$ cat config.mk
export PLATFORM = sky130hd
export DESIGN_NAME = fault_flag_serializer
export DESIGN_NICKNAME = d
export VERILOG_FILES = /design/src/rtl/fault_pkg.sv /design/src/rtl/fault_capture.sv /design/src/rtl/fault_read_ctrl.sv /design/src/rtl/fault_flag_encoder.sv /design/src/rtl/fault_flag_serializer.sv
export SDC_FILE = /design/constraint.sdc
export NUM_CORES = 1
export LEC_CHECK = 0
export CAP_MARGIN = 20
export CORE_MARGIN = 5
export CORE_UTILIZATION = 50
export DETAILED_ROUTE_END_ITERATION = 12
export GPL_ROUTABILITY_DRIVEN = 0
export GPL_TIMING_DRIVEN = 0
export MAX_ROUTING_LAYER = met4
export PLACE_DENSITY = 0.7
export SKIP_LAST_GASP = 1
export SLEW_MARGIN = 30
export SYNTH_ARGS = -nofsm -noshare
export SYNTH_HDL_FRONTEND = slang
export SYNTH_SLANG_ARGS = --single-unit
export TNS_END_PERCENT = 30
$ cat constraint.sdc
create_clock -name clk -period 1.98 [get_ports clk]
set_input_delay 0.198 -clock clk [delete_from_list [all_inputs] [get_ports clk]]
set_output_delay 0.198 -clock clk [all_outputs]
set_load 0.02 [all_outputs]
$ cat src/rtl/fault_pkg.sv
package fault_pkg;
  // strobes from the readout control to the fault datapath
  typedef struct packed {
    logic start;    // first falling edge: snapshot register into shifter
    logic advance;  // later falling edge: move to next bit
    logic finish;   // edge after last bit: clear and merge held events
    logic active;   // readout in progress
  } rdStrobe_t;
endpackage

$ cat src/rtl/fault_capture.sv
module fault_capture
  import fault_pkg::*;
#(
  parameter int NUM_PHASES = 3
) (
  input  logic                    clk,
  input  logic                    rstN,
  input  logic [2*NUM_PHASES-1:0] dsPulse,
  input  logic [NUM_PHASES-1:0]   bootPulse,
  input  logic                    regUv,
  input  logic                    supplyUv,
  input  rdStrobe_t               strb,
  output logic [3*NUM_PHASES:0]   faultReg,
  output logic                    serialBit
);
  localparam int DS_W    = 2 * NUM_PHASES;
  localparam int FAULT_W = DS_W + 1 + NUM_PHASES;

  logic [FAULT_W-1:0] newEvt;
  logic [FAULT_W-1:0] heldEvt;
  logic [FAULT_W-1:0] shiftReg;
  logic               holdOff;

  assign newEvt    = {bootPulse, regUv, dsPulse};
  assign holdOff   = strb.active | strb.start;
  assign serialBit = shiftReg[0];

  always_ff @(posedge clk or negedge rstN) begin
    if (!rstN) begin
      faultReg <= '0;
      heldEvt  <= '0;
      shiftReg <= '0;
    end else if (supplyUv) begin
      faultReg <= '0;
      heldEvt  <= '0;
      shiftReg <= '0;
    end else begin
      if (strb.finish) begin
        faultReg <= heldEvt | newEvt;
        heldEvt  <= '0;
      end else if (holdOff) begin
        heldEvt  <= heldEvt | newEvt;
      end else begin
        faultReg <= faultReg | newEvt;
      end
      if (strb.start) begin
        shiftReg <= faultReg;
      end else if (strb.advance) begin
        shiftReg <= {1'b0, shiftReg[FAULT_W-1:1]};
      end
    end
  end

  // outside supply undervoltage and readout end, no set bit is lost
  a_r2_sticky: assert property (@(posedge clk) disable iff (!rstN)
    (!supplyUv && !strb.finish) |=> ((faultReg & $past(faultReg)) == $past(faultReg)))
    else $error("R2 sticky bit lost");

  // supply undervoltage leaves the register empty
  a_r4_cleared: assert property (@(posedge clk) disable iff (!rstN)
    supplyUv |=> (faultReg == '0))
    else $error("R4 register not cleared");

  // register frozen while a readout runs
  a_r8_frozen: assert property (@(posedge clk) disable iff (!rstN)
    (strb.active && !strb.finish && !supplyUv) |=> $stable(faultReg))
    else $error("R8 register changed during readout");
endmodule

$ cat src/rtl/fault_read_ctrl.sv
module fault_read_ctrl
  import fault_pkg::*;
#(
  parameter int FAULT_W     = 10,
  parameter int SYNC_STAGES = 2
) (
  input  logic      clk,
  input  logic      rstN,
  input  logic      supplyUv,
  input  logic      readable,
  input  logic      flagBIn,
  output rdStrobe_t strb
);
  localparam int IDX_W = $clog2(FAULT_W);
  localparam logic [IDX_W-1:0] LAST_IDX = IDX_W'(FAULT_W - 1);

  logic [SYNC_STAGES-1:0] syncB;
  logic                   prevB;
  logic                   fallB;
  logic                   active;
  logic [IDX_W-1:0]       bitIdx;
  logic                   atLast;

  assign fallB  = prevB & ~syncB[SYNC_STAGES-1];
  assign atLast = (bitIdx == LAST_IDX);

  always_comb begin
    strb         = '0;
    strb.active  = active;
    strb.start   = !supplyUv && !active && readable && fallB;
    strb.advance = !supplyUv && active && fallB && !atLast;
    strb.finish  = !supplyUv && active && fallB && atLast;
  end

  always_ff @(posedge clk or negedge rstN) begin
    if (!rstN) begin
      syncB <= '0;
      prevB <= 1'b0;
    end else begin
      syncB <= {syncB[SYNC_STAGES-2:0], flagBIn};
      prevB <= syncB[SYNC_STAGES-1];
    end
  end

  always_ff @(posedge clk or negedge rstN) begin
    if (!rstN) begin
      active <= 1'b0;
      bitIdx <= '0;
    end else if (supplyUv) begin
      active <= 1'b0;
      bitIdx <= '0;
    end else if (strb.start) begin
      active <= 1'b1;
      bitIdx <= '0;
    end else if (strb.advance) begin
      bitIdx <= bitIdx + 1'b1;
    end else if (strb.finish) begin
      active <= 1'b0;
      bitIdx <= '0;
    end
  end

  // no readout begins while pin B is held low by the block
  a_r5_ignored: assert property (@(posedge clk) disable iff (!rstN)
    (!active && !readable) |=> !active)
    else $error("R5 readout started while not readable");

  // bit position holds between edges
  a_r6_hold: assert property (@(posedge clk) disable iff (!rstN)
    (active && !fallB && !supplyUv) |=> $stable(bitIdx))
    else $error("R6 bit position moved without an edge");

  // the edge after the last bit ends the readout
  a_r7_done: assert property (@(posedge clk) disable iff (!rstN)
    strb.finish |=> !active)
    else $error("R7 readout did not end");
endmodule

$ cat src/rtl/fault_flag_encoder.sv
module fault_flag_encoder #(
  parameter int NUM_PHASES = 3
) (
  input  logic                  clk,
  input  logic                  rstN,
  input  logic [3*NUM_PHASES:0] faultReg,
  input  logic                  regUv,
  input  logic                  supplyUv,
  input  logic                  overTemp,
  input  logic                  readActive,
  input  logic                  serialBit,
  output logic                  readable,
  output logic                  flagAPullLow,
  output logic                  flagBPullLow
);
  localparam int DS_W    = 2 * NUM_PHASES;
  localparam int FAULT_W = DS_W + 1 + NUM_PHASES;

  logic anyUv;
  logic shortFault;
  logic nextALow;
  logic nextBLow;

  assign anyUv      = regUv | (|faultReg[FAULT_W-1:DS_W]);
  assign shortFault = |faultReg[DS_W-1:0];
  assign readable   = !supplyUv && !readActive && (anyUv || shortFault);

  always_comb begin
    nextALow = 1'b1;
    nextBLow = 1'b1;
    if (supplyUv) begin
      nextALow = 1'b0;
      nextBLow = 1'b0;
    end else if (readActive) begin
      nextALow = !serialBit;
      nextBLow = 1'b0;
    end else if (anyUv) begin
      nextALow = 1'b0;
      nextBLow = 1'b0;
    end else if (shortFault) begin
      nextBLow = 1'b0;
    end else if (overTemp) begin
      nextALow = 1'b0;
    end
  end

  always_ff @(posedge clk or negedge rstN) begin
    if (!rstN) begin
      flagAPullLow <= 1'b1;
      flagBPullLow <= 1'b1;
    end else begin
      flagAPullLow <= nextALow;
      flagBPullLow <= nextBLow;
    end
  end

  // supply undervoltage releases both pins
  a_r4_release: assert property (@(posedge clk) disable iff (!rstN)
    supplyUv |=> (!flagAPullLow && !flagBPullLow))
    else $error("R4 pins not released");

  // no fault of any kind keeps both pins low
  a_r3_idle_low: assert property (@(posedge clk) disable iff (!rstN)
    (!supplyUv && !readActive && !regUv && !overTemp && faultReg == '0)
      |=> (flagAPullLow && flagBPullLow))
    else $error("R3 idle pins not low");

  // pin B stays released through a readout
  a_r6_b_released: assert property (@(posedge clk) disable iff (!rstN)
    (readActive && !supplyUv) |=> !flagBPullLow)
    else $error("R6 pin B pulled during readout");
endmodule

$ cat src/rtl/fault_flag_serializer.sv
module fault_flag_serializer
  import fault_pkg::*;
#(
  parameter int NUM_PHASES  = 3,
  parameter int SYNC_STAGES = 2
) (
  input  logic                    clk,
  input  logic                    rstN,
  input  logic [2*NUM_PHASES-1:0] dsPulse,
  input  logic [NUM_PHASES-1:0]   bootPulse,
  input  logic                    regUv,
  input  logic                    supplyUv,
  input  logic                    overTemp,
  input  logic                    flagBIn,
  output logic                    flagAPullLow,
  output logic                    flagBPullLow
);
  localparam int FAULT_W = 3 * NUM_PHASES + 1;

  rdStrobe_t          strb;
  logic [FAULT_W-1:0] faultReg;
  logic               serialBit;
  logic               readable;

  fault_capture #(.NUM_PHASES(NUM_PHASES)) uCapture (
    .clk       (clk),
    .rstN      (rstN),
    .dsPulse   (dsPulse),
    .bootPulse (bootPulse),
    .regUv     (regUv),
    .supplyUv  (supplyUv),
    .strb      (strb),
    .faultReg  (faultReg),
    .serialBit (serialBit)
  );

  fault_read_ctrl #(.FAULT_W(FAULT_W), .SYNC_STAGES(SYNC_STAGES)) uCtrl (
    .clk      (clk),
    .rstN     (rstN),
    .supplyUv (supplyUv),
    .readable (readable),
    .flagBIn  (flagBIn),
    .strb     (strb)
  );

  fault_flag_encoder #(.NUM_PHASES(NUM_PHASES)) uEncoder (
    .clk          (clk),
    .rstN         (rstN),
    .faultReg     (faultReg),
    .regUv        (regUv),
    .supplyUv     (supplyUv),
    .overTemp     (overTemp),
    .readActive   (strb.active),
    .serialBit    (serialBit),
    .readable     (readable),
    .flagAPullLow (flagAPullLow),
    .flagBPullLow (flagBPullLow)
  );
endmodule

### Word-level counts from Yosys, hierarchy flattened

Index checks and enable logic that the tools add are counted.
Widths: inputs -> output; s select.

| word-level totals | value |
|---|---|
| register bits after elaboration | 40 |
| latch bits | 0 |
| bits in writable memories | 0 |
| ROM bits | 0 |
| bits of input ports | 15 |
| output and inout bits | 2 |
| word-level logic and storage cells | 65 |
| memories kept | 0 |

| operators by class | value |
|---|---|
| add/subtract/negate cells | 1 |
| $mul | 0 |
| divide/modulo/power cells | 0 |
| $lt $le $gt $ge | 0 |
| equal/unequal tests | 3 |
| shift operators | 0 |
| multiplexer cells | 26 |
| bitwise operators | 6 |
| reduce and logical (&&, ||, !) cells | 20 |

Operator list:

| cell | number |
|---|---|
| $mux 10 | 9 |
| $or 10x10->10 | 2 |
| $mux 4 | 4 |
| $mux 1 | 13 |
| $reduce_bool 3->1 | 3 |
| $logic_and 1x1->1 | 8 |
| $reduce_or 6->1 | 1 |
| $add 4x1->4 const B | 1 |
| $eq 4x4->1 const B | 1 |
| $logic_not 1->1 | 4 |
| $reduce_bool 4->1 | 1 |
| $reduce_or 4->1 | 1 |
| $ne 3x2->1 const B | 1 |
| $ne 3x3->1 const B | 1 |
| $or 1x1->1 | 2 |
| $reduce_and 2->1 | 1 |
| $and 1x1->1 | 1 |
| $logic_or 1x1->1 | 1 |
| $not 1->1 | 1 |

### Logic depth before layout (Yosys ltp)

Gate-level depths: netlist (run 1).

| logic depth | value |
|---|---|
| depth in word-level cells | 10 |
| mapped depth | 7 |
| depth with buffers taken out | 6 |

### Hierarchy

From an unflattened synthesis (run 1), not the netlist that was laid out.

| second synthesis, totals | value |
|---|---|
| cell total of the unflattened synthesis | 197 |
| area total of the unflattened synthesis | 2037.0 um2 |

Modules (own cells, without submodules):

| module | times used | cells each | area an instance (um2) | seq. area each (um2) |
|---|---|---|---|---|
| fault_capture | 1 | 144 | 1485.2 | 750.7 |
| fault_read_ctrl | 1 | 40 | 421.7 | 200.2 |
| fault_flag_encoder | 1 | 13 | 130.1 | 52.6 |

### Worst setup path after synthesis (run 1)

Ideal clock, no wire load.

| path | value |
|---|---|
| path kind | register to register |
| from | register uCtrl.bitIdx[1] |
| to | register uCapture.shiftReg[0] |
| arrival | 1.368 ns |
| required time | 1.852 ns |
| setup slack | 0.484 ns |
| stages on the path, launching flop included | 8 |
| path buffers | 1 |
| period minus slack after synthesis | 1.496 ns |
| path through | dfrtp_1 -> inv_1 -> ha_1 -> nand3b_1 -> nand3b_2 -> buf_4 -> mux2i_1 -> o21ai_0 |

| between the ends | value |
|---|---|
| longest elaborated chain between the ends | 4 |

RTL lines:

| element | line | RTL |
|---|---|---|
| start, declared | fault_read_ctrl.sv:21 | `logic [IDX_W-1:0] bitIdx;` |
| start signal, assigned | fault_read_ctrl.sv:56 | `bitIdx <= bitIdx + 1'b1;` |
| $eq 4x4->1 | fault_read_ctrl.sv:25 | `assign atLast = (bitIdx == LAST_IDX);` |
| $logic_not 1->1 | fault_read_ctrl.sv:31 | `strb.advance = !supplyUv && active && fallB && !atLast;` |
| $logic_and 1x1->1 | fault_read_ctrl.sv:31 |  |
| $reduce_bool 3->1 (no source line) | -- |  |
| end signal, assigned | fault_capture.sv:47 | `shiftReg <= faultReg;` |
| end signal, assigned | fault_capture.sv:49 | `shiftReg <= {1'b0, shiftReg[FAULT_W-1:1]};` |
| end, declared | fault_capture.sv:21 | `logic [FAULT_W-1:0] shiftReg;` |

No other way between the ends.
A chain may end at the register's enable or synchronous reset.

### Worst setup path in the final report (run 1)

| path | value |
|---|---|
| from | register uCtrl.bitIdx[0] |
| to | register uCapture.heldEvt[1] |

| between the ends | value |
|---|---|
| longest elaborated chain between the ends | 4 |
| elaborated cells on any way between the ends | 5 |

RTL lines:

| element | line | RTL |
|---|---|---|
| $eq 4x4->1 * | fault_read_ctrl.sv:25 |  |
| $logic_and 1x1->1 * | fault_read_ctrl.sv:32 | `strb.finish = !supplyUv && active && fallB && atLast;` |
| $mux 10 | fault_capture.sv:38 | `if (strb.finish) begin` |
| $mux 10 | fault_capture.sv:33 | `end else if (supplyUv) begin` |
| end signal, assigned | fault_capture.sv:42 | `heldEvt <= heldEvt \| newEvt;` |
| end, declared | fault_capture.sv:20 | `logic [FAULT_W-1:0] heldEvt;` |

Every way passes the cells marked *; elsewhere a longest branch is shown, timed or not.

==> reports/qor.json, run 1 <==
{
  "run_status": {
    "status": "finished clean"
  },
  "worst_setup_path": {
    "critPathCaptureType": "register",
    "crit_buf_inv": 0,
    "crit_start": "uCtrl.bitIdx[0]",
    "timing.critical_path.cells": "ha_1 -> nand3b_1 -> nor3_4 -> nor2_1 -> a22o_1",
    "critical_setup_path_class": "reg -> reg",
    "crit_path_max_fanout": 10,
    "critical_path.top_delay_family": "simple AND/OR/NAND/NOR gates",
    "setup.worst_path.start_class": "register",
    "max_stage_delay_ns": 0.60,
    "worst_ep_required_time_ns": 2.22,
    "cell_with_the_largest_stage_delay_on_the_worst_path": "nor2_1",
    "crit-reg2reg-launch": "uCtrl.bitIdx[0]",
    "cp_data_arrival_time_ns": 2.09
  },
  "clocking": {
    "cts-buffers-inserted": 5,
    "clock_insertion_delay_worst_skew_ns": 0.30,
    "clkSinkCount": 40,
    "tritoncts": "yes",
    "ctsResizeCount": 0,
    "cts_root_buffer": "clkbuf_8",
    "cts-root-to-sink-buffers": 2,
    "worst_setup_hold_path_clk_slew_ns": 0.08,
    "cts_max_level": 2
  },
  "grt": {
    "grt.overflow.total": 0,
    "global_route.usage.total": 0.186,
    "antenna_violations_before_repair": 0,
    "grt_pass1_wl_um": 7330,
    "grt_start_max_net_pins": 23,
    "grt_pass1_vias": 1494
  },
  "final_layout": {
    "utilization": 0.599,
    "final_cell_count_no_fill": 254,
    "finish.net_count": 220,
    "area.growth.synth_to_final_pct": 18.7,
    "final_layout_size_suffix_gt1_frac": 0.176,
    "diodes": 0,
    "final_cell_area_um2": 2360
  },
  "floorplanning": {
    "initial_core_util": 0.505,
    "io_pins": 17,
    "core_area_um2": 3940,
    "num_rows": 23,
    "die_width_um": 73.1,
    "die_area_um2": 5350,
    "die_h_um": 73.1
  },
  "timing": {
    "final_setup_violation_count": 0,
    "rsz0062_at_grt": "no",
    "period_share": 0.938,
    "timing.slew.headroom": 0.480,
    "worst_slack_ns": 0.122,
    "timing_max_transition_violations_final": 0,
    "min_period_ns": 1.86,
    "max_clock_freq_ghz": 0.538,
    "fin_tns_setup_ns": 0,
    "worst_hold_slack_ns": 0.310,
    "report.final.hold_viol_count": 0,
    "tightestPinTransition_ns": 0.777,
    "setup_skew_ns": 0.00547
  },
  "placement": {
    "place.port_buffers": 15,
    "place_worst_setup_slack_ns": 0.143,
    "hpwl_um": 3140,
    "placed_cells_incl_taps": 245,
    "placedInstanceArea_um2": 2230
  },
  "synth": {
    "post_synth_main_area_contributors": "dfrtp_1 (48%), a221oi_2 (6.8%), mux2i_1 (5.5%)",
    "synth_enable_flop_cells": 0,
    "async_flop_share": 1.00,
    "post_synth_mux_area_share": 0.0553,
    "yosys.area_share.adder": 0.0126,
    "post-synth-top-area-fraction": 0.477,
    "synth_area_in_compound_gates": 0.193,
    "yosys_warn_count": 0,
    "synth.most_common_cell": "dfrtp_1",
    "syn-instance-count": 179,
    "netlist.top_cell.by_area": "dfrtp_1",
    "synth_cell_type_count": 38,
    "syn_area_per_cell_um2": 11.1,
    "seq_area_frac_synth": 0.504,
    "post_synth_xor_xnor_area": 0,
    "post_synth_and_or_nand_nor_area_fraction": 0.180,
    "syn-cell-area_um2": 1990,
    "post_synthesis_sequential_element_count": 40,
    "most_frequent_cells_after_synthesis": "dfrtp_1 (38), nor2_1 (24), nand3_1 (12), o21ai_1 (12), mux2i_1 (11)",
    "synth_top_family_by_area": "compound AO/OA/AOI/OAI gates",
    "syn_nets": 196,
    "postSynth.topFlopCell": "dfrtp_1"
  },
  "routing": {
    "wl_per_cell_um": 17.0,
    "drtPass1Iterations": 4,
    "drt-initial-drc-count": 78,
    "wirelength_um": 4310,
    "drt-vias-per-instance": 5.89,
    "drc_errors": 0,
    "ant_nets": 0,
    "detailroute.via_count": 1496
  },
  "min_path": {
    "worst_hold_path_type": "in -> reg",
    "worst_min_path_start": "supplyUv"
  },
  "power_and_ir_drop": {
    "vdd.ir_drop.worst_mv": 0.562,
    "power.density_cell_area_nw_per_um2": 802,
    "total_leakage_power_nw": 1.06,
    "fin_total_pwr_mw": 1.90
  },
  "flow_run": {
    "reported_max_cap_violation_count": 0
  }
}
==> worst register-to-register path, delay by kind of cell (launching register included) <==
family | cells | cell delay [ns]
flops | 1 | 0.44
compound gates | 1 | 0.24
simple gates | 3 | 0.88
fa+ha+maj | 1 | 0.25
==> layout make-up <==
cell class	instances	area (um^2)
inverters	3	11.3
fillers	312	1580
well taps	50	62.6
repair buffers	17	183
clock buffers	7	96.3
flip-flops and latches	40	1000
plain buffers	11	98.8
clock inverters	1	30.0
multi-input cells	125	878
==> sequential cells by signal, summed over array words and instances (netlist names) <==
| name | flops |
|---|---|
| uCapture.faultReg | 10 |
| uCapture.heldEvt | 10 |
| uCapture.shiftReg | 10 |
| uCtrl.bitIdx | 4 |
| uCtrl.syncB | 2 |
| uCtrl.active | 1 |
| uCtrl.prevB | 1 |
| uEncoder.flagAPullLow | 1 |
| uEncoder.flagBPullLow | 1 |
==> repair_timing <==
action                                 4_1_cts  5_1_grt
setup buffers                                0        0
hold buffers                                 1        0
endpoints found under the hold margin       16        0
==> power by group <==
part           total (mW)  internal (mW)  switching (mW)
clock network       0.730          0.445           0.285
logic               0.249          0.118           0.130
registers           0.917          0.873          0.0439
total                1.90           1.44           0.460
==> cells by family (layout without fill, tap and decap cells) <==
| group | Yosys count | after routing |
|---|---|---|
| AOI/OAI and AO/OA | 47 | 47 |
| muxes | 11 | 11 |
| buffers and inverters | 14 | 39 |
| adders and majority gates | 2 | 2 |
| and+or+nand+nor | 65 | 65 |
| DFF | 40 | 40 |
==> worst paths after layout <==
check / endpoint / slack (ns) / cells after the start
worst min register to register: uCtrl.syncB[1] / 0.37 / 0
worst min-delay path: uCapture.faultReg[0] / 0.31 / 3
worst max-delay path: uCapture.heldEvt[1] / 0.12 / 5
min in group asynchronous: uCtrl.syncB[0] / 0.39 / 2
max in group asynchronous: uCapture.shiftReg[1] / 1.12 / 3
worst max register to register: uCapture.heldEvt[1] / 0.12 / 5
==> cell usage in the layout, fill, tap and decap left out, types with 2 or more instances in the layout <==
cell type,netlist,layout
dfrtp_1,38,38
nor2_1,24,24
clkdlybuf4s50_1,0,14
nand3_1,12,12
o21ai_1,12,12
mux2i_1,11,11
clkbuf_8,3,10
nor2b_1,10,10
a22o_1,10,10
a221oi_2,9,9
o21ai_0,7,7
nor3_1,5,5
buf_4,3,3
inv_1,2,2
nand4_1,2,2
clkbuf_1,2,2
buf_6,2,2
nand3b_1,2,2
buf_2,1,2
nand2_1,2,2
a211oi_1,2,2
ha_1,2,2
dfstp_2,2,2
==> metal layers <==
metal	wire length (um)	vias up	global-route usage
li1	-	699	-
met2	2180	43	0.300
met4	98	0	0.0656
met1	1830	739	0.227
met5	0	-	-
met3	191	15	0.0468
(Power assumes the default switching activity.)
==> run 2, diff against run 1 <==
- HOLD_SLACK_MARGIN: unset -> 0.08
==> results of run 2 <==
No change in the layout: final DEF, timing and power equal those of run 1.
==> run 3, diff against run 2 <==
- clock period: 1.98 -> 2.3 ns (I/O delays scaled with it)
==> results of run 3 <==
The final DEF is identical to that of run 1. Status: finished clean.
Among the figures that moved: setup slack after placement 0.143 ns -> 0.463 ns; setup slack after layout 0.122 ns -> 0.442 ns; hold slack 0.310 ns -> 0.342 ns; register-to-register setup slack 0.12 ns -> 0.44 ns; total power 1.90 mW -> 1.63 mW; worst IR drop on VDD 0.562 mV -> 0.484 mV
